[config.mk]
export PLATFORM = sky130hd
export DESIGN_NAME = cmpl_exec_unit
export DESIGN_NICKNAME = d
export VERILOG_FILES = /design/src/rtl/cmpl_pkg.sv /design/src/rtl/cmpl_byte_decoder.sv /design/src/rtl/cmpl_flag_unit.sv /design/src/rtl/cmpl_exec_unit.sv
export SDC_FILE = /design/constraint.sdc
export NUM_CORES = 1
export LEC_CHECK = 0
export ABC_AREA = 1
export BUFFER_PORTS_ARGS = -buffer_cell sky130_fd_sc_hd__buf_4
export CORE_AREA = 5 5 149 151
export CTS_BUF_LIST = sky130_fd_sc_hd__clkbuf_4
export DETAILED_ROUTE_END_ITERATION = 8
export DIE_AREA = 0 0 154 156
export GPL_TIMING_DRIVEN = 0
export SLEW_MARGIN = 10
export SYNTH_ARGS = -nofsm -noshare
export SYNTH_HDL_FRONTEND = slang
export SYNTH_SLANG_ARGS = --single-unit
[constraint.sdc]
create_clock -name clk -period 8.34 [get_ports clk]
set_clock_uncertainty 0.15 [all_clocks]
set_input_delay 1.668 -clock clk [delete_from_list [all_inputs] [get_ports clk]]
set_output_delay 1.668 -clock clk [all_outputs]
set_load 0.005 [all_outputs]
[src/rtl/cmpl_pkg.sv]
package cmpl_pkg;

   localparam int REG_IDX_W = 3;
   localparam logic [7:0] OPC_REG_FORM = 8'h1F;
   localparam logic [7:0] OPC_IMM_FORM = 8'h7A;
   localparam logic [4:0] IMM_SEL_PREFIX = 5'b00100;

   // condition register bit positions
   localparam int CCR_I  = 7;
   localparam int CCR_UI = 6;
   localparam int CCR_H  = 5;
   localparam int CCR_U  = 4;
   localparam int CCR_N  = 3;
   localparam int CCR_Z  = 2;
   localparam int CCR_V  = 1;
   localparam int CCR_C  = 0;

   typedef enum logic [2:0] {
      ST_IDLE,
      ST_REG_SEL,
      ST_IMM_SEL,
      ST_IMM_BYTES,
      ST_EXEC
   } dec_state_t;

   typedef struct packed {
      logic h;
      logic n;
      logic z;
      logic v;
      logic c;
   } cmp_flags_t;

endpackage

[src/rtl/cmpl_byte_decoder.sv]
module cmpl_byte_decoder
   import cmpl_pkg::*;
#(
   parameter int DATA_W     = 32,
   parameter int REG_STATES = 1,
   parameter int IMM_STATES = 3
) (
   input  logic                 clk,
   input  logic                 rst,
   input  logic                 byte_valid,
   input  logic [7:0]           byte_data,
   output logic                 byte_ready,
   output logic [REG_IDX_W-1:0] src_idx,
   output logic [REG_IDX_W-1:0] dst_idx,
   output logic                 use_imm,
   output logic [DATA_W-1:0]    imm_value,
   output logic                 exec_last,
   output logic                 bad_code
);

   localparam int IMM_BYTES = DATA_W / 8;
   localparam int BCNT_W    = (IMM_BYTES > 1) ? $clog2(IMM_BYTES) : 1;
   localparam int EXEC_MAX  = (IMM_STATES > REG_STATES) ? IMM_STATES : REG_STATES;
   localparam int ECNT_W    = (EXEC_MAX > 1) ? $clog2(EXEC_MAX) : 1;

   if (DATA_W < 16 || (DATA_W % 8) != 0) begin : g_bad_width
      $error("cmpl_byte_decoder: DATA_W must be a multiple of 8, at least 16");
   end
   if (REG_STATES < 1 || IMM_STATES < 1) begin : g_bad_states
      $error("cmpl_byte_decoder: execute state counts must be at least 1");
   end

   dec_state_t          state_q;
   logic [BCNT_W-1:0]   bcnt_q;
   logic [ECNT_W-1:0]   ecnt_q;
   logic                take;

   assign byte_ready = (state_q != ST_EXEC);
   assign take       = byte_valid & byte_ready;
   assign exec_last  = (state_q == ST_EXEC) && (ecnt_q == '0);

   always_ff @(posedge clk) begin
      if (rst) begin
         state_q   <= ST_IDLE;
         bcnt_q    <= '0;
         ecnt_q    <= '0;
         src_idx   <= '0;
         dst_idx   <= '0;
         use_imm   <= 1'b0;
         imm_value <= '0;
         bad_code  <= 1'b0;
      end else begin
         bad_code <= 1'b0;
         unique case (state_q)
            ST_IDLE: begin
               if (take) begin
                  if (byte_data == OPC_REG_FORM) begin
                     state_q <= ST_REG_SEL;
                  end else if (byte_data == OPC_IMM_FORM) begin
                     state_q <= ST_IMM_SEL;
                  end else begin
                     bad_code <= 1'b1;
                  end
               end
            end
            ST_REG_SEL: begin
               if (take) begin
                  if (byte_data[7] && !byte_data[3]) begin
                     src_idx <= byte_data[6:4];
                     dst_idx <= byte_data[2:0];
                     use_imm <= 1'b0;
                     ecnt_q  <= ECNT_W'(REG_STATES - 1);
                     state_q <= ST_EXEC;
                  end else begin
                     bad_code <= 1'b1;
                     state_q  <= ST_IDLE;
                  end
               end
            end
            ST_IMM_SEL: begin
               if (take) begin
                  if (byte_data[7:3] == IMM_SEL_PREFIX) begin
                     dst_idx <= byte_data[2:0];
                     use_imm <= 1'b1;
                     bcnt_q  <= '0;
                     state_q <= ST_IMM_BYTES;
                  end else begin
                     bad_code <= 1'b1;
                     state_q  <= ST_IDLE;
                  end
               end
            end
            ST_IMM_BYTES: begin
               if (take) begin
                  imm_value <= {imm_value[DATA_W-9:0], byte_data};
                  if (bcnt_q == BCNT_W'(IMM_BYTES - 1)) begin
                     ecnt_q  <= ECNT_W'(IMM_STATES - 1);
                     state_q <= ST_EXEC;
                  end else begin
                     bcnt_q <= bcnt_q + 1'b1;
                  end
               end
            end
            ST_EXEC: begin
               if (ecnt_q == '0) begin
                  state_q <= ST_IDLE;
               end else begin
                  ecnt_q <= ecnt_q - 1'b1;
               end
            end
            default: state_q <= ST_IDLE;
         endcase
      end
   end

endmodule

[src/rtl/cmpl_flag_unit.sv]
module cmpl_flag_unit
   import cmpl_pkg::*;
#(
   parameter int DATA_W   = 32,
   parameter int HALF_POS = 27
) (
   input  logic [DATA_W-1:0] minuend,
   input  logic [DATA_W-1:0] subtrahend,
   output cmp_flags_t        flags
);

   if (HALF_POS < 0 || HALF_POS >= DATA_W) begin : g_bad_half
      $error("cmpl_flag_unit: HALF_POS must lie inside the data word");
   end

   logic [DATA_W:0]   wide;
   logic [DATA_W-1:0] diff;
   logic              half_borrow;

   assign wide = {1'b0, minuend} - {1'b0, subtrahend};
   assign diff = wide[DATA_W-1:0];

   // borrow into bit HALF_POS+1 recovered from the full difference
   if (HALF_POS == DATA_W - 1) begin : g_half_is_top
      assign half_borrow = wide[DATA_W];
   end else begin : g_half_inner
      assign half_borrow = minuend[HALF_POS+1] ^ subtrahend[HALF_POS+1] ^ diff[HALF_POS+1];
   end

   always_comb begin
      flags.c = wide[DATA_W];
      flags.h = half_borrow;
      flags.n = diff[DATA_W-1];
      flags.z = (diff == '0);
      flags.v = (minuend[DATA_W-1] ^ subtrahend[DATA_W-1]) &
                (minuend[DATA_W-1] ^ diff[DATA_W-1]);
   end

endmodule

[src/rtl/cmpl_exec_unit.sv]
module cmpl_exec_unit
   import cmpl_pkg::*;
#(
   parameter int DATA_W     = 32,
   parameter int HALF_POS   = 27,
   parameter int REG_STATES = 1,
   parameter int IMM_STATES = 3
) (
   input  logic                 clk,
   input  logic                 rst,
   input  logic                 byte_valid,
   input  logic [7:0]           byte_data,
   output logic                 byte_ready,
   output logic [REG_IDX_W-1:0] rf_src_idx,
   output logic [REG_IDX_W-1:0] rf_dst_idx,
   input  logic [DATA_W-1:0]    rf_src_data,
   input  logic [DATA_W-1:0]    rf_dst_data,
   input  logic [2:0]           ccr_pass_in,
   output logic [7:0]           ccr_out,
   output logic                 done,
   output logic                 illegal
);

   logic              use_imm;
   logic [DATA_W-1:0] imm_value;
   logic [DATA_W-1:0] operand_src;
   logic              exec_last;
   logic              bad_code;
   cmp_flags_t        flags_new;
   cmp_flags_t        flags_q;
   logic              done_q;

   cmpl_byte_decoder #(
      .DATA_W     (DATA_W),
      .REG_STATES (REG_STATES),
      .IMM_STATES (IMM_STATES)
   ) u_decoder (
      .clk        (clk),
      .rst        (rst),
      .byte_valid (byte_valid),
      .byte_data  (byte_data),
      .byte_ready (byte_ready),
      .src_idx    (rf_src_idx),
      .dst_idx    (rf_dst_idx),
      .use_imm    (use_imm),
      .imm_value  (imm_value),
      .exec_last  (exec_last),
      .bad_code   (bad_code)
   );

   assign operand_src = use_imm ? imm_value : rf_src_data;

   cmpl_flag_unit #(
      .DATA_W   (DATA_W),
      .HALF_POS (HALF_POS)
   ) u_flags (
      .minuend    (rf_dst_data),
      .subtrahend (operand_src),
      .flags      (flags_new)
   );

   always_ff @(posedge clk) begin
      if (rst) begin
         flags_q <= '0;
         done_q  <= 1'b0;
      end else begin
         done_q <= exec_last;
         if (exec_last) begin
            flags_q <= flags_new;
         end
      end
   end

   always_comb begin
      ccr_out        = '0;
      ccr_out[CCR_I] = ccr_pass_in[2];
      ccr_out[CCR_UI]= ccr_pass_in[1];
      ccr_out[CCR_U] = ccr_pass_in[0];
      ccr_out[CCR_H] = flags_q.h;
      ccr_out[CCR_N] = flags_q.n;
      ccr_out[CCR_Z] = flags_q.z;
      ccr_out[CCR_V] = flags_q.v;
      ccr_out[CCR_C] = flags_q.c;
   end

   assign done    = done_q;
   assign illegal = bad_code;

endmodule

Yosys cells after proc, flatten, opt, wreduce, memory -nomap -nowiden
Cells that the tools add are included.
{"block": "totals", "ff_bits": 53, "word_cells": 99, "output_inout_bits": 17, "in_bits": 78}
{"block": "op_classes", "add_sub_neg": 3, "n_reduce_logical": 15, "mux": 41, "bitwise": 6, "n_eq_ne": 20}
{"cell": "$mux 3", "n": 13}
{"cell": "$sub 32x32->33", "n": 1}
{"cell": "$logic_not 32->1", "n": 1}
{"cell": "$mux 32", "n": 1}
{"cell": "$mux 2", "n": 10}
{"cell": "$pmux 3 s5", "n": 1}
{"cell": "$ne 2x1->1 const B", "n": 7}
{"cell": "$mux 1", "n": 11}
{"cell": "$reduce_and 5->1", "n": 2}
{"cell": "$eq 8x5->1 const B", "n": 1}
{"cell": "$eq 8x7->1 const B", "n": 1}
{"cell": "$reduce_and 7->1", "n": 1}
{"cell": "$eq 3x2->1 const B", "n": 2}
{"cell": "$ne 2x2->1 const B", "n": 3}
{"cell": "$pmux 2 s3", "n": 1}
{"cell": "$pmux 3 s2", "n": 1}
{"cell": "$reduce_and 6->1", "n": 1}
{"cell": "$eq 5x3->1 const B", "n": 1}
{"cell": "$pmux 2 s2", "n": 1}
{"cell": "$reduce_bool 2->1", "n": 2}
{"cell": "$xor 1x1->1", "n": 4}
{"cell": "$eq 3x1->1 const B", "n": 1}
{"cell": "$eq 3x3->1 const B", "n": 1}
{"cell": "$logic_not 3->1", "n": 1}
{"cell": "other kinds (14)", "n": 16}

Logic depth before layout (Yosys ltp)
Gate-level depths: netlist of the first run.
{"block": "logic_depth", "ltp_word": 5, "ltp_mapped": 22, "mapped_depth_nobuf": 21}

By module
Synthesis of the first run repeated with hierarchy kept, for this count alone.
{"block": "hier_totals", "hier_cells": 1005, "hier_area_um2": 5629.1}
{"mod": "cmpl_flag_unit", "cells_each": 577, "seq_area_each_um2": 0.0, "area_per_inst_um2": 2692.6, "instances": 1}
{"mod": "cmpl_byte_decoder", "cells_each": 287, "seq_area_each_um2": 940.9, "area_per_inst_um2": 2070.7, "instances": 1}
{"mod": "cmpl_exec_unit", "cells_each": 141, "seq_area_each_um2": 120.1, "area_per_inst_um2": 865.8, "instances": 1}

Worst setup path before layout of the first run
OpenSTA, ideal clock, no wires.
{"block": "synth_timing", "path_type": "input-to-reg", "startpoint": "in rf_src_data[0]", "endpoint": "reg flags_q (netlist bit ccr_out[2])", "t_required_ns": 8.123, "arrival_time_ns": 3.454, "setup_slack_ns": 4.669, "cell_stages": 19, "n_path_buf": 0, "setup_ns": 0.067, "cell_sequence": "nand2_1 o21ai_0 ha_1 fa_1 inv_1 nand3_1 nand2_2 nand2_1 nand2_1 nand2_1 nand2_1 nand2_1 nand3_1 nand2_1 nor2_1 nand3_1 nor2_1 nand2_1 a21oi_2"}
{"block": "synth_via", "elab_chain_len": 3}
{"element": "start: declaration", "line": "cmpl_exec_unit.sv:16", "rtl": "input logic [DATA_W-1:0] rf_src_data,"}
{"element": "$mux 32", "line": "cmpl_exec_unit.sv:51", "rtl": "assign operand_src = use_imm ? imm_value : rf_src_data;"}
{"element": "$sub 32x32->33", "line": "cmpl_flag_unit.sv:20", "rtl": "assign wide = {1'b0, minuend} - {1'b0, subtrahend};"}
{"element": "$logic_not 32->1", "line": "cmpl_flag_unit.sv:34", "rtl": "flags.z = (diff == '0);"}
{"element": "end signal: assignment", "line": "cmpl_exec_unit.sv:69", "rtl": "flags_q <= flags_new;"}
{"element": "end: declaration", "line": "cmpl_exec_unit.sv:30", "rtl": "cmp_flags_t flags_q;"}
No other way between the ends.
A chain may end at the register's enable or synchronous reset.

Worst setup path in the final report of the first run
{"block": "layout_timing", "startpoint": "in rf_src_data[15]", "endpoint": "reg flags_q (netlist bit ccr_out[2])"}
Same word-level chain as after synthesis.

==> results of run 1 <==
## how the worst max path moves through the flow
stage	from	slack, ns	end	cells past startpoint
4_1_cts	rf_src_data[15]	4.39	ccr_out[2]	18
2_1_floorplan	rf_src_data[0]	4.67	ccr_out[2]	19
3_3_place_gp	rf_src_data[15]	4.05	ccr_out[2]	18
3_5_place_dp	rf_src_data[15]	3.99	ccr_out[2]	18
5_1_grt	rf_src_data[1]	4.17	ccr_out[2]	19
6_report	rf_src_data[15]	4.42	ccr_out[2]	18
## worst max-delay path, cell delays in order
cell and delay (ns):
sky130_fd_sc_hd__buf_4 0.11, sky130_fd_sc_hd__o21ai_0 0.46, sky130_fd_sc_hd__ha_1 0.39, sky130_fd_sc_hd__nand2_1 0.15, sky130_fd_sc_hd__inv_1 0.07, sky130_fd_sc_hd__nand2_1 0.06
sky130_fd_sc_hd__nand2_1 0.08, sky130_fd_sc_hd__nand2_1 0.08, sky130_fd_sc_hd__nand2_1 0.07, sky130_fd_sc_hd__a21oi_1 0.22, sky130_fd_sc_hd__nand2_1 0.14, sky130_fd_sc_hd__nand2_1 0.08
sky130_fd_sc_hd__nand2_1 0.04, sky130_fd_sc_hd__nor2_1 0.11, sky130_fd_sc_hd__nand3_1 0.09, sky130_fd_sc_hd__nor2_1 0.09, sky130_fd_sc_hd__nand2_1 0.07, sky130_fd_sc_hd__a21oi_2 0.10
## placed cells by master (no fill, tap or decap), types with 2 or more instances in the layout
cell type	instances
sky130_fd_sc_hd__o21ai_0	77
sky130_fd_sc_hd__nand3_1	45
sky130_fd_sc_hd__nand2_1	291
sky130_fd_sc_hd__and3_1	3
sky130_fd_sc_hd__nand4_1	6
sky130_fd_sc_hd__nor2_2	6
sky130_fd_sc_hd__xor2_1	3
sky130_fd_sc_hd__nand3_2	3
sky130_fd_sc_hd__nor3_2	3
sky130_fd_sc_hd__nand3b_1	4
sky130_fd_sc_hd__nor3_1	6
sky130_fd_sc_hd__nand2_2	12
sky130_fd_sc_hd__and2_1	3
sky130_fd_sc_hd__dfxtp_1	53
sky130_fd_sc_hd__inv_2	3
sky130_fd_sc_hd__o21bai_1	2
sky130_fd_sc_hd__clkbuf_1	18
sky130_fd_sc_hd__clkbuf_4	5
sky130_fd_sc_hd__inv_1	183
sky130_fd_sc_hd__nor2_1	79
sky130_fd_sc_hd__a211oi_1	3
sky130_fd_sc_hd__buf_4	93
sky130_fd_sc_hd__ha_1	36
sky130_fd_sc_hd__nor2_4	2
sky130_fd_sc_hd__a21oi_1	62
sky130_fd_sc_hd__a31oi_1	2
sky130_fd_sc_hd__nor4_1	2
## flip-flops by register name (all words and copies together), names as in the netlist
signal,flops
u_decoder.use_imm,1
u_decoder.state_q,3
u_decoder.dst_idx,3
u_decoder.src_idx,3
u_decoder.bcnt_q,2
u_decoder.ecnt_q,2
ccr_out,5
done,1
u_decoder.imm_value,32
u_decoder.bad_code,1
## synthesized netlist by cell type (2+ instances only)
master	number	area [µm²]
sky130_fd_sc_hd__dfxtp_1	53	1060
sky130_fd_sc_hd__and2_1	3	18.8
sky130_fd_sc_hd__nor2_4	2	22.5
sky130_fd_sc_hd__nand3b_1	4	30.0
sky130_fd_sc_hd__nand4_1	6	37.5
sky130_fd_sc_hd__nor2_1	79	297
sky130_fd_sc_hd__xor2_1	3	26.3
sky130_fd_sc_hd__a31oi_1	2	12.5
sky130_fd_sc_hd__a211oi_1	3	22.5
sky130_fd_sc_hd__inv_1	183	687
sky130_fd_sc_hd__nand3_2	3	30.0
sky130_fd_sc_hd__a21oi_1	62	310
sky130_fd_sc_hd__nand3_1	45	225
sky130_fd_sc_hd__nor4_1	2	12.5
sky130_fd_sc_hd__o21ai_0	77	385
sky130_fd_sc_hd__o21bai_1	2	15.0
sky130_fd_sc_hd__ha_1	36	450
sky130_fd_sc_hd__nand2_2	12	75.1
sky130_fd_sc_hd__nor3_1	6	30.0
sky130_fd_sc_hd__clkbuf_1	18	67.6
sky130_fd_sc_hd__nor3_2	3	30.0
sky130_fd_sc_hd__nor2_2	6	37.5
sky130_fd_sc_hd__nand2_1	291	1090
sky130_fd_sc_hd__and3_1	3	18.8
sky130_fd_sc_hd__inv_2	3	11.3
sky130_fd_sc_hd__buf_4	3	22.5
## layout make-up
type | instances | area [µm²]
multi-input cells | 658 | 3260
fillers | 2391 | 14500
clock buffers | 5 | 37.5
clock inverters | 3 | 17.5
repair buffers | 90 | 676
inverters | 186 | 698
flip-flops and latches | 53 | 1060
plain buffers | 21 | 90.1
well taps | 275 | 344
## per-stage QoR
step	utilization, %	area, µm²	power, mW	std cells	setup WS, ns
after CTS	29.9	6180	1.05	1291	4.39
after detailed placement	29.6	6130	0.936	1283	3.99
after global routing	29.9	6180	1.16	1291	4.17
after floorplan	-	5110	0.746	918	4.67
after global placement	29.6	6130	0.932	1283	4.05
final	29.9	6180	1.05	1291	4.42
## routing by layer
layer / global-route usage (%) / vias to the layer above / routed length, µm
met1: 17.8 / 2493 / 7920
met4: 2.48 / 0 / 249
met5: 0 / - / 0
met2: 24.3 / 141 / 7990
met3: 2.11 / 17 / 928
li1: - / 3037 / -
## cell families (layout without fill, tap and decap cells)
kind of cell    count (synthesis)  after routing  synth area share (%)
buf+inv                       207            305                  15.4
compound gates                151            151                  15.4
fa+ha+maj                      37             37                  9.21
xor+xnor                        3              3                 0.514
flops                          53             53                  20.8
simple gates                  467            467                  38.7
## power breakdown
group | leakage [nW] | switching, mW | internal [mW]
clock network | 0.0326 | 0.0838 | 0.0322
registers | 0.428 | 0.00555 | 0.263
logic | 2.76 | 0.435 | 0.233
==> impl_metrics.py, run 1 <==
metrics = {
    "run_status": {
        "run_status": "complete, no violations",
    },
    "timing": {
        "finalHoldViolCount": 0,
        "setup-violations-final": 0,
        "min_period_over_period_pct": 47.0,
        "maxClockFrequency_mhz": 255,
        "post-route-min-period_ns": 3.92,
        "fin_tns_setup_ns": 0,
        "hold_slack_ns": 0.314,
        "relSlewSlack_pct": 61.2,
        "unrepaired_setup_endpoints_after_global_routing": "no",
        "timing_worst_slew_pin_value_ns": 0.577,
        "final_max_slew_viol_count": 0,
    },
    "yosys": {
        "yosys_most_used_dff": "sky130_fd_sc_hd__dfxtp_1",
        "synth_fp_nets": 1033,
        "synth_enable_flop_cells": 0,
        "synth_cell_type_count": 34,
        "post_synth_inst_count": 918,
        "mean_instance_size_in_the_synthesized_netlist_um2": 5.57,
        "synth_seq_cells": 53,
        "synth_seq_area_share_pct": 20.8,
        "synth_warnings": 0,
        "syn_area_mm2": 0.00511,
        "ys_async_sr_fraction_pct": 0,
    },
    "cts": {
        "cts.clk_slew.worst_paths_ns": 0.15,
        "quantity_of_gates_resized_following_cts": 0,
        "cts-root-to-sink-buffers": 2,
        "cts_tree": "done",
        "numCtsBuffers": 5,
        "post-cts-setup-buffer-count": 0,
        "cts-hold-fix-buffers": 0,
        "clk_latency_ns": 0.38,
        "htree_levels": 2,
        "cts_num_sinks": 53,
        "cts_root_buf": "sky130_fd_sc_hd__clkbuf_4",
    },
    "die": {
        "io_pins": 95,
        "start_util_pct": 24.7,
        "die_width_um": 154,
        "placement_rows": 53,
        "floorplan.die.height_um": 156,
        "core_area_mm2": 0.0207,
        "floorplan.die_area_mm2": 0.0240,
    },
    "worst_setup_path": {
        "timing.reg2reg.worst_path_depth": 17,
        "crit_type": "input port to flip-flop",
        "timing.rr.start": "u_decoder.use_imm",
        "setup.worst_path.start_class": "input port",
        "crit_fanout": 4,
        "timing.critical_path.required_ns": 8.51,
        "worst-endpoint-arrival_ns": 4.09,
        "setup.reg_to_reg.worst_slack_ns": 4.63,
        "end_kind": "flip-flop",
        "critical_path.reg2reg.endpoint": "ccr_out[2]",
    },
    "detailed_routing": {
        "dr_total_vias": 5688,
        "dr.first_iter.drc_count": 403,
        "drt-vias-per-instance": 4.41,
        "detail_route.wl_per_cell_um": 13.2,
        "drt_first_pass_iters": 7,
        "drt_drc_violations_left": 0,
        "drt.antenna.violating_nets": 0,
        "wirelength_um": 17100,
    },
    "global_routing": {
        "first_pass_grt_wire_length_um": 26600,
        "antenna_violations_before_repair": 0,
        "grt_pass1_vias": 5411,
        "grt_max_degree": 17,
        "grtUsageTotal_pct": 13.7,
        "globalRouteOverflowTotal": 0,
    },
    "finish": {
        "antenna_diode_instance_count": 0,
        "drive_gt1_share_pct": 12.9,
        "flow.area_growth_from_synthesis_pct": 21.0,
        "num-nets-final": 1130,
    },
    "place": {
        "dp.final_hpwl_um": 14800,
        "globalplace.congestion": 0.952,
        "i_o_buffers": 90,
    },
    "worst_hold_path": {
        "worstHoldStart": "u_decoder.imm_value[25]",
        "min-delay-path-class": "flip-flop to flip-flop",
        "worstHoldEndpoint": "u_decoder.imm_value[25]",
        "min_path_cells": 2,
    },
    "power": {
        "power_leakage_nw": 3.22,
        "ir_worst_vdd_uv": 72.3,
        "power_density_mw_per_mm2": 170,
    },
    "job": {
        "cap_viol_max_count": 0,
    },
}
Note: power is estimated with default switching activity, not from simulation.
==> inputs of run 2 (changes only) <==
ABC_AREA = 0   (was 1)
CORE_AREA = 5 5 142 144   (was 5 5 149 151)
DIE_AREA = 0 0 147 149   (was 0 0 154 156)
clock period = 3.9 ns   (was 8.34 ns; I/O delays follow)
==> impl_metrics.py, run 2 <==
metrics = {
    "run_status": {
        "run_status": "complete, no violations",
    },
    "timing": {
        "min_period_over_period_pct": 96.7,
        "maxClockFrequency_mhz": 265,
        "relSlewSlack_pct": 63.0,
        "finalHoldViolCount": 0,
        "final_max_slew_viol_count": 0,
        "fin_tns_setup_ns": 0,
        "timing_worst_slew_pin_value_ns": 0.555,
        "setup-violations-final": 0,
        "timing.final.ws_setup_ns": 0.129,
        "unrepaired_setup_endpoints_after_global_routing": "no",
        "post-route-min-period_ns": 3.77,
    },
    "job": {
        "cap_viol_max_count": 0,
    },
    "worst_hold_path": {
        "min_path_cells": 2,
        "min-delay-path-class": "flip-flop to flip-flop",
    },
    "global_routing": {
        "grt_max_degree": 16,
        "global_route.peak_usage_layer": "met1",
        "grt_use_met2_pct": 19.5,
        "grtUsageTotal_pct": 13.1,
        "antenna_violations_before_repair": 0,
        "grt.met3_usage_pct": 2.55,
        "grt_pass1_vias": 4402,
        "grt_util_met1_pct": 19.5,
        "globalRouteOverflowTotal": 0,
        "first_pass_grt_wire_length_um": 23300,
    },
    "finish": {
        "flow.area_growth_from_synthesis_pct": 23.6,
        "finish.utilization_pct": 30.4,
        "num-nets-final": 810,
        "largest-register": "u_decoder.imm_value",
        "antenna_diode_instance_count": 0,
        "layout.cells.most_common_list": "sky130_fd_sc_hd__nand2_1, sky130_fd_sc_hd__buf_4, sky130_fd_sc_hd__a21oi_1, sky130_fd_sc_hd__dfxtp_1, sky130_fd_sc_hd__nor2_1",
        "largest_reg_flops": 32,
        "drive_gt1_share_pct": 20.4,
        "design_area_mm2": 0.00565,
        "fillCellCount": 2035,
        "final_common_cell": "sky130_fd_sc_hd__nand2_1",
    },
    "cts": {
        "cts.clk_slew.worst_paths_ns": 0.16,
        "clk_latency_ns": 0.38,
        "cts_num_sinks": 53,
        "numCtsBuffers": 5,
        "post-cts-setup-buffer-count": 0,
        "cts_tree": "done",
        "cts_root_buf": "sky130_fd_sc_hd__clkbuf_4",
        "cts-root-to-sink-buffers": 2,
        "htree_levels": 2,
        "cts-hold-fix-buffers": 0,
    },
    "worst_setup_path": {
        "crit_type": "flip-flop to flip-flop",
        "critical_path.reg2reg.endpoint": "ccr_out[2]",
        "cpPeakStageDelay_ns": 0.45,
        "crit_fanout": 6,
        "critical_path.cell_chain": "mux2_2 > ha_1 > fa_1 > nand2b_1 > a21oi_1 > o211ai_1 > a21boi_1 > o221ai_1 > a2111oi_4 > o2111ai_1 > nor4_1 > nand4_1 > nand2_1",
        "setup.worst_path.start_class": "flip-flop",
        "setup.reg_to_reg.worst_slack_ns": 0.13,
        "slowest_stage": "sky130_fd_sc_hd__dfxtp_2",
        "end_kind": "flip-flop",
        "timing.rr.start": "u_decoder.use_imm",
        "timing.critical_path.required_ns": 4.09,
        "critical_path.endpoint": "ccr_out[2]",
        "worst-endpoint-arrival_ns": 3.96,
        "timing.reg2reg.worst_path_depth": 13,
        "setup.worst_path.start": "u_decoder.use_imm",
    },
    "yosys": {
        "syn_area_mm2": 0.00457,
        "post_synth_inst_count": 599,
        "synth_enable_flop_cells": 0,
        "mean_instance_size_in_the_synthesized_netlist_um2": 7.63,
        "yosys_most_used_dff": "sky130_fd_sc_hd__dfxtp_1",
        "synth_warnings": 0,
        "leading_area_contributor_after_synthesis": "sky130_fd_sc_hd__dfxtp_1",
        "ys_async_sr_fraction_pct": 0,
        "synth_cell_type_count": 74,
        "synth_top_area_share_pct": 23.2,
        "synth_seq_cells": 53,
        "synth_commonest_cells": "sky130_fd_sc_hd__nand2_1, sky130_fd_sc_hd__a21oi_1, sky130_fd_sc_hd__dfxtp_1",
        "post-synth-top-count-cell": "sky130_fd_sc_hd__nand2_1",
        "synth_seq_area_share_pct": 23.2,
        "cells_taking_the_most_area_after_synthesis": "sky130_fd_sc_hd__dfxtp_1, sky130_fd_sc_hd__ha_1, sky130_fd_sc_hd__mux2i_1, sky130_fd_sc_hd__nand2_1, sky130_fd_sc_hd__a21oi_1",
        "synth_fp_nets": 714,
    },
    "power": {
        "power_leakage_nw": 2.15,
        "ir_worst_vdd_uv": 110,
        "power_density_mw_per_mm2": 228,
        "overall_power_mw": 1.29,
    },
    "detailed_routing": {
        "detail_route.wl_per_cell_um": 16.1,
        "drt_drc_violations_left": 0,
        "dr_total_vias": 4718,
        "drt-vias-per-instance": 5.07,
        "drt.antenna.violating_nets": 0,
        "drt_first_pass_iters": 5,
        "dr.first_iter.drc_count": 266,
        "wirelength_um": 15000,
    },
    "die": {
        "placement_rows": 50,
        "io_pins": 95,
        "floorplan.die_area_mm2": 0.0219,
        "die_width_um": 147,
        "floorplan.die.height_um": 149,
        "start_util_pct": 24.6,
        "core_area_mm2": 0.0186,
    },
    "place": {
        "globalplace.congestion": 0.913,
        "dp.final_hpwl_um": 12200,
        "i_o_buffers": 90,
        "place_ws_ns": -0.588,
        "detailed_place.area_mm2": 0.00554,
    },
}
-- run 2: cell count changes after synthesis, sizes merged, moves of 9 or more --
cell    before  now
o21ai       78   22
nand2      303  100
nor2        87   46
a21oi       63   75
buf          3   16
a21o         1   10
nand3       48   11
xnor2        0    9
inv        186   13
nand2b       0   12
mux2i        0   40
-- run 2: layout make-up --
type	instances	area [µm²]	area share [%]
buffer	37	191	3.39
inverter	13	48.8	0.864
clock buffer	7	52.6	0.930
tap	234	293	5.18
timing repair buffer	90	676	12.0
clock inverter	1	7.51	0.133
multi-input combinational	495	3320	58.7
sequential	53	1060	18.8
-- run 2: worst max-delay path, delay by kind of cell (launching register included) --
family                   cells  cell delay [ns]
AO/OA/AOI/OAI                6             1.43
AND/OR/NAND/NOR              4             0.74
adder cells (fa/ha/maj)      2             0.61
flip-flops                   1             0.45
multiplexers                 1             0.36
-- run 2: cells by family after synthesis --
group / Yosys count / share of synthesized area (%)
simple gates: 237 / 25.4
fa+ha+maj: 37 / 10.3
xor+xnor: 12 / 2.46
buf+inv: 51 / 5.01
flops: 53 / 23.2
compound gates: 168 / 24.6
mux: 41 / 9.01
-- run 2: report_power, final --
part	leakage, nW	internal (mW)	total, mW	switching (mW)
Clock	0.0324	0.0855	0.261	0.176
Combinational	1.69	0.214	0.483	0.270
Sequential	0.427	0.542	0.543	0.000458
Total	2.15	0.841	1.29	0.446
-- run 2: worst min-delay path by stage --
stage	to	start
floorplan	u_decoder.imm_value[24]	u_decoder.imm_value[24]
global placement	ccr_out[5]	ccr_out[5]
detailed placement	u_decoder.imm_value[24]	u_decoder.imm_value[24]
CTS	u_decoder.imm_value[24]	u_decoder.imm_value[24]
global route	u_decoder.imm_value[24]	u_decoder.imm_value[24]
finish	ccr_out[5]	ccr_out[5]
-- run 2: layer usage --
layer,part of all wire [%],up-vias
met4,1.9,0
li1,-,2362
met3,6.6,25
met5,0,-
met1,50,2163
met2,42,168
-- run 2: per-stage QoR --
stage	hold slack [ns]	std cells
6_report	0.315	930
5_1_grt	0.336	930
4_1_cts	0.320	930
3_5_place_dp	0.300	923
3_3_place_gp	0.296	923
2_1_floorplan	0.286	599
-- run 2: what timing repair did --
action | 4_1_cts | 5_1_grt
resized for setup | 7 | 9
pin swaps | 0 | 2
endpoints found under the setup margin | 4 | 1
hold endpoints to repair | 0 | 0
==> inputs of run 3 (changes only) <==
CTS_BUF_LIST = sky130_fd_sc_hd__clkbuf_8   (was sky130_fd_sc_hd__clkbuf_4)
==> impl_metrics.py, run 3 (synthesis results as in run 2) <==
metrics = {
    "run_status": {
        "run_status": "complete, no violations",
    },
    "finish": {
        "drive_gt1_share_pct": 20.4,
        "design_area_mm2": 0.00568,
        "layout.area.seq_mm2": 0.00106,
        "largest-register": "u_decoder.imm_value",
        "finish.utilization_pct": 30.6,
        "flow.area_growth_from_synthesis_pct": 24.3,
        "largest_reg_flops": 32,
        "multi_input_comb_area_mm2": 0.00332,
        "antenna_diode_instance_count": 0,
        "layout.cells.most_common_list": "sky130_fd_sc_hd__nand2_1, sky130_fd_sc_hd__buf_4, sky130_fd_sc_hd__a21oi_1, sky130_fd_sc_hd__dfxtp_1, sky130_fd_sc_hd__nor2_1",
        "fillCellCount": 2038,
        "final_common_cell": "sky130_fd_sc_hd__nand2_1",
        "num-nets-final": 810,
    },
    "timing": {
        "maxClockFrequency_mhz": 268,
        "final_max_slew_viol_count": 0,
        "relSlewSlack_pct": 63.0,
        "min_period_over_period_pct": 95.5,
        "setup-violations-final": 0,
        "finalHoldViolCount": 0,
        "timing_worst_slew_pin_value_ns": 0.555,
        "post-route-min-period_ns": 3.73,
        "unrepaired_setup_endpoints_after_global_routing": "no",
    },
    "worst_setup_path": {
        "critical_path_cell_count": 13,
        "slowest_stage": "sky130_fd_sc_hd__dfxtp_2",
        "end_kind": "flip-flop",
        "crit_fanout": 10,
        "timing.critical_path.required_ns": 4.01,
        "crit_family": "compound AO/OA/AOI/OAI gates",
        "timing.reg2reg.worst_path_depth": 13,
        "path_buf_inv": 1,
        "cpPeakStageDelay_ns": 0.44,
        "setup.worst_path.start_class": "flip-flop",
        "critical_path.cell_chain": "buf_4 > mux2i_2 > ha_1 > a21o_1 > o21bai_1 > a311oi_2 > and2b_1 > a21oi_2 > and4_4 > a2111oi_1 > and4_1 > nand4_1 > nand2_1",
        "worst-endpoint-arrival_ns": 3.84,
        "crit_type": "flip-flop to flip-flop",
    },
    "place": {
        "detailed_place.area_mm2": 0.00554,
        "i_o_buffers": 90,
        "dp.final_hpwl_um": 12200,
        "globalplace.congestion": 0.913,
    },
    "die": {
        "core_area_mm2": 0.0186,
        "floorplan.die_area_mm2": 0.0219,
        "start_util_pct": 24.6,
        "io_pins": 95,
        "placement_rows": 50,
        "floorplan.die.height_um": 149,
        "die_width_um": 147,
    },
    "power": {
        "cell_internal_pwr_mw": 0.878,
        "power_frac_comb_pct": 36.4,
        "power_density_mw_per_mm2": 235,
        "seq_power_share_pct": 40.6,
        "clkPwrFrac_pct": 23.0,
        "ir_worst_vdd_uv": 129,
        "power_leakage_nw": 2.16,
        "power_switching_mw": 0.456,
        "switching_share_pct": 34.2,
    },
    "detailed_routing": {
        "detail_route.wirelength.met1_um": 7480,
        "detail_route.wl_per_cell_um": 16.2,
        "dr_total_vias": 4736,
        "dr.first_iter.drc_count": 263,
        "maxUsedRoutingLayer": "met4",
        "drt_drc_violations_left": 0,
        "wirelength_um": 15000,
        "drt.antenna.violating_nets": 0,
        "drt_first_pass_iters": 5,
        "dr_wl_met2_um": 6320,
        "routed_length_on_met3_um": 966,
        "drt-vias-per-instance": 5.09,
    },
    "global_routing": {
        "grt_pass1_vias": 4410,
        "grt_max_degree": 16,
        "globalRouteOverflowTotal": 0,
        "grtUsageTotal_pct": 13.1,
        "antenna_violations_before_repair": 0,
        "first_pass_grt_wire_length_um": 23300,
    },
    "cts": {
        "clk_latency_ns": 0.31,
        "cts-hold-fix-buffers": 0,
        "cts_tree": "done",
        "numCtsBuffers": 5,
        "cts_root_buf": "sky130_fd_sc_hd__clkbuf_8",
        "cts.clk_slew.worst_paths_ns": 0.10,
        "cts_num_sinks": 53,
        "cts-root-to-sink-buffers": 2,
        "htree_levels": 2,
    },
    "worst_hold_path": {
        "min-delay-path-class": "flip-flop to flip-flop",
        "min_path_cells": 2,
    },
    "job": {
        "cap_viol_max_count": 0,
    },
}
run 3: cell types whose count changed in the layout (fill, tap and decap cells not counted), sizes merged:
cell and delta:
inv +2, clkbuf -2
run 3: cell type report:
cell class                      instances  area share (%)
Multi-Input combinational cell        495            58.5
Sequential cell                        53            18.7
Timing Repair Buffer                   90            11.9
Tap cell                              234            5.16
Buffer                                 37            3.37
Clock buffer                            5            1.21
Inverter                               13           0.859
Clock inverter                          3           0.264
run 3: metal layers:
layer | GRT usage (%) | vias up
met3 | 2.55 | 24
met4 | 3.22 | 0
met5 | 0 | -
li1 | - | 2363
met2 | 19.5 | 166
met1 | 19.5 | 2183
run 3: tightest hold or removal path, cell delays in order, from the launching register on:
cell	delay, ns
sky130_fd_sc_hd__dfxtp_1	0.32
sky130_fd_sc_hd__nand2_1	0.05
sky130_fd_sc_hd__a21oi_1	0.05
run 3: what timing repair did:
action / CTS / global route
resized for setup: 7 / 12
pin swaps: 0 / 4
setup buffers: 0 / 0
endpoints found under the setup margin: 4 / 1
run 3: power by group through the flow:
stage                     combinational (mW)  clock (mW)  sequential, mW
after global routing                   0.531       0.338           0.542
after CTS                              0.470       0.318           0.542
after detailed placement               0.466           0           0.554
after floorplan                        0.316           0           0.554
final                                  0.486       0.306           0.542
after global placement                 0.467           0           0.555
run 3: per-stage QoR:
| stage | setup WS [ns] | std cells | power, mW | setup TNS, ns | hold WS (ns) |
|---|---|---|---|---|---|
| finish | 0.174 | 930 | 1.33 | 0 | 0.309 |
| global route | 0.0138 | 930 | 1.41 | 0 | 0.330 |
| CTS | 0.0629 | 930 | 1.33 | 0 | 0.314 |
| detailed placement | -0.588 | 923 | 1.02 | -1.25 | 0.300 |
| global placement | -0.673 | 923 | 1.02 | -1.32 | 0.296 |
| floorplan | 0.334 | 599 | 0.870 | 0 | 0.286 |
run 3: worst paths after layout:
| check | slack, ns | end | startpoint |
|---|---|---|---|
| setup / recovery | 0.17 | ccr_out[2] | u_decoder.use_imm |
| hold / removal | 0.31 | ccr_out[5] | ccr_out[5] |
| setup reg to reg | 0.17 | ccr_out[2] | u_decoder.use_imm |
| hold reg to reg | 0.31 | ccr_out[5] | ccr_out[5] |
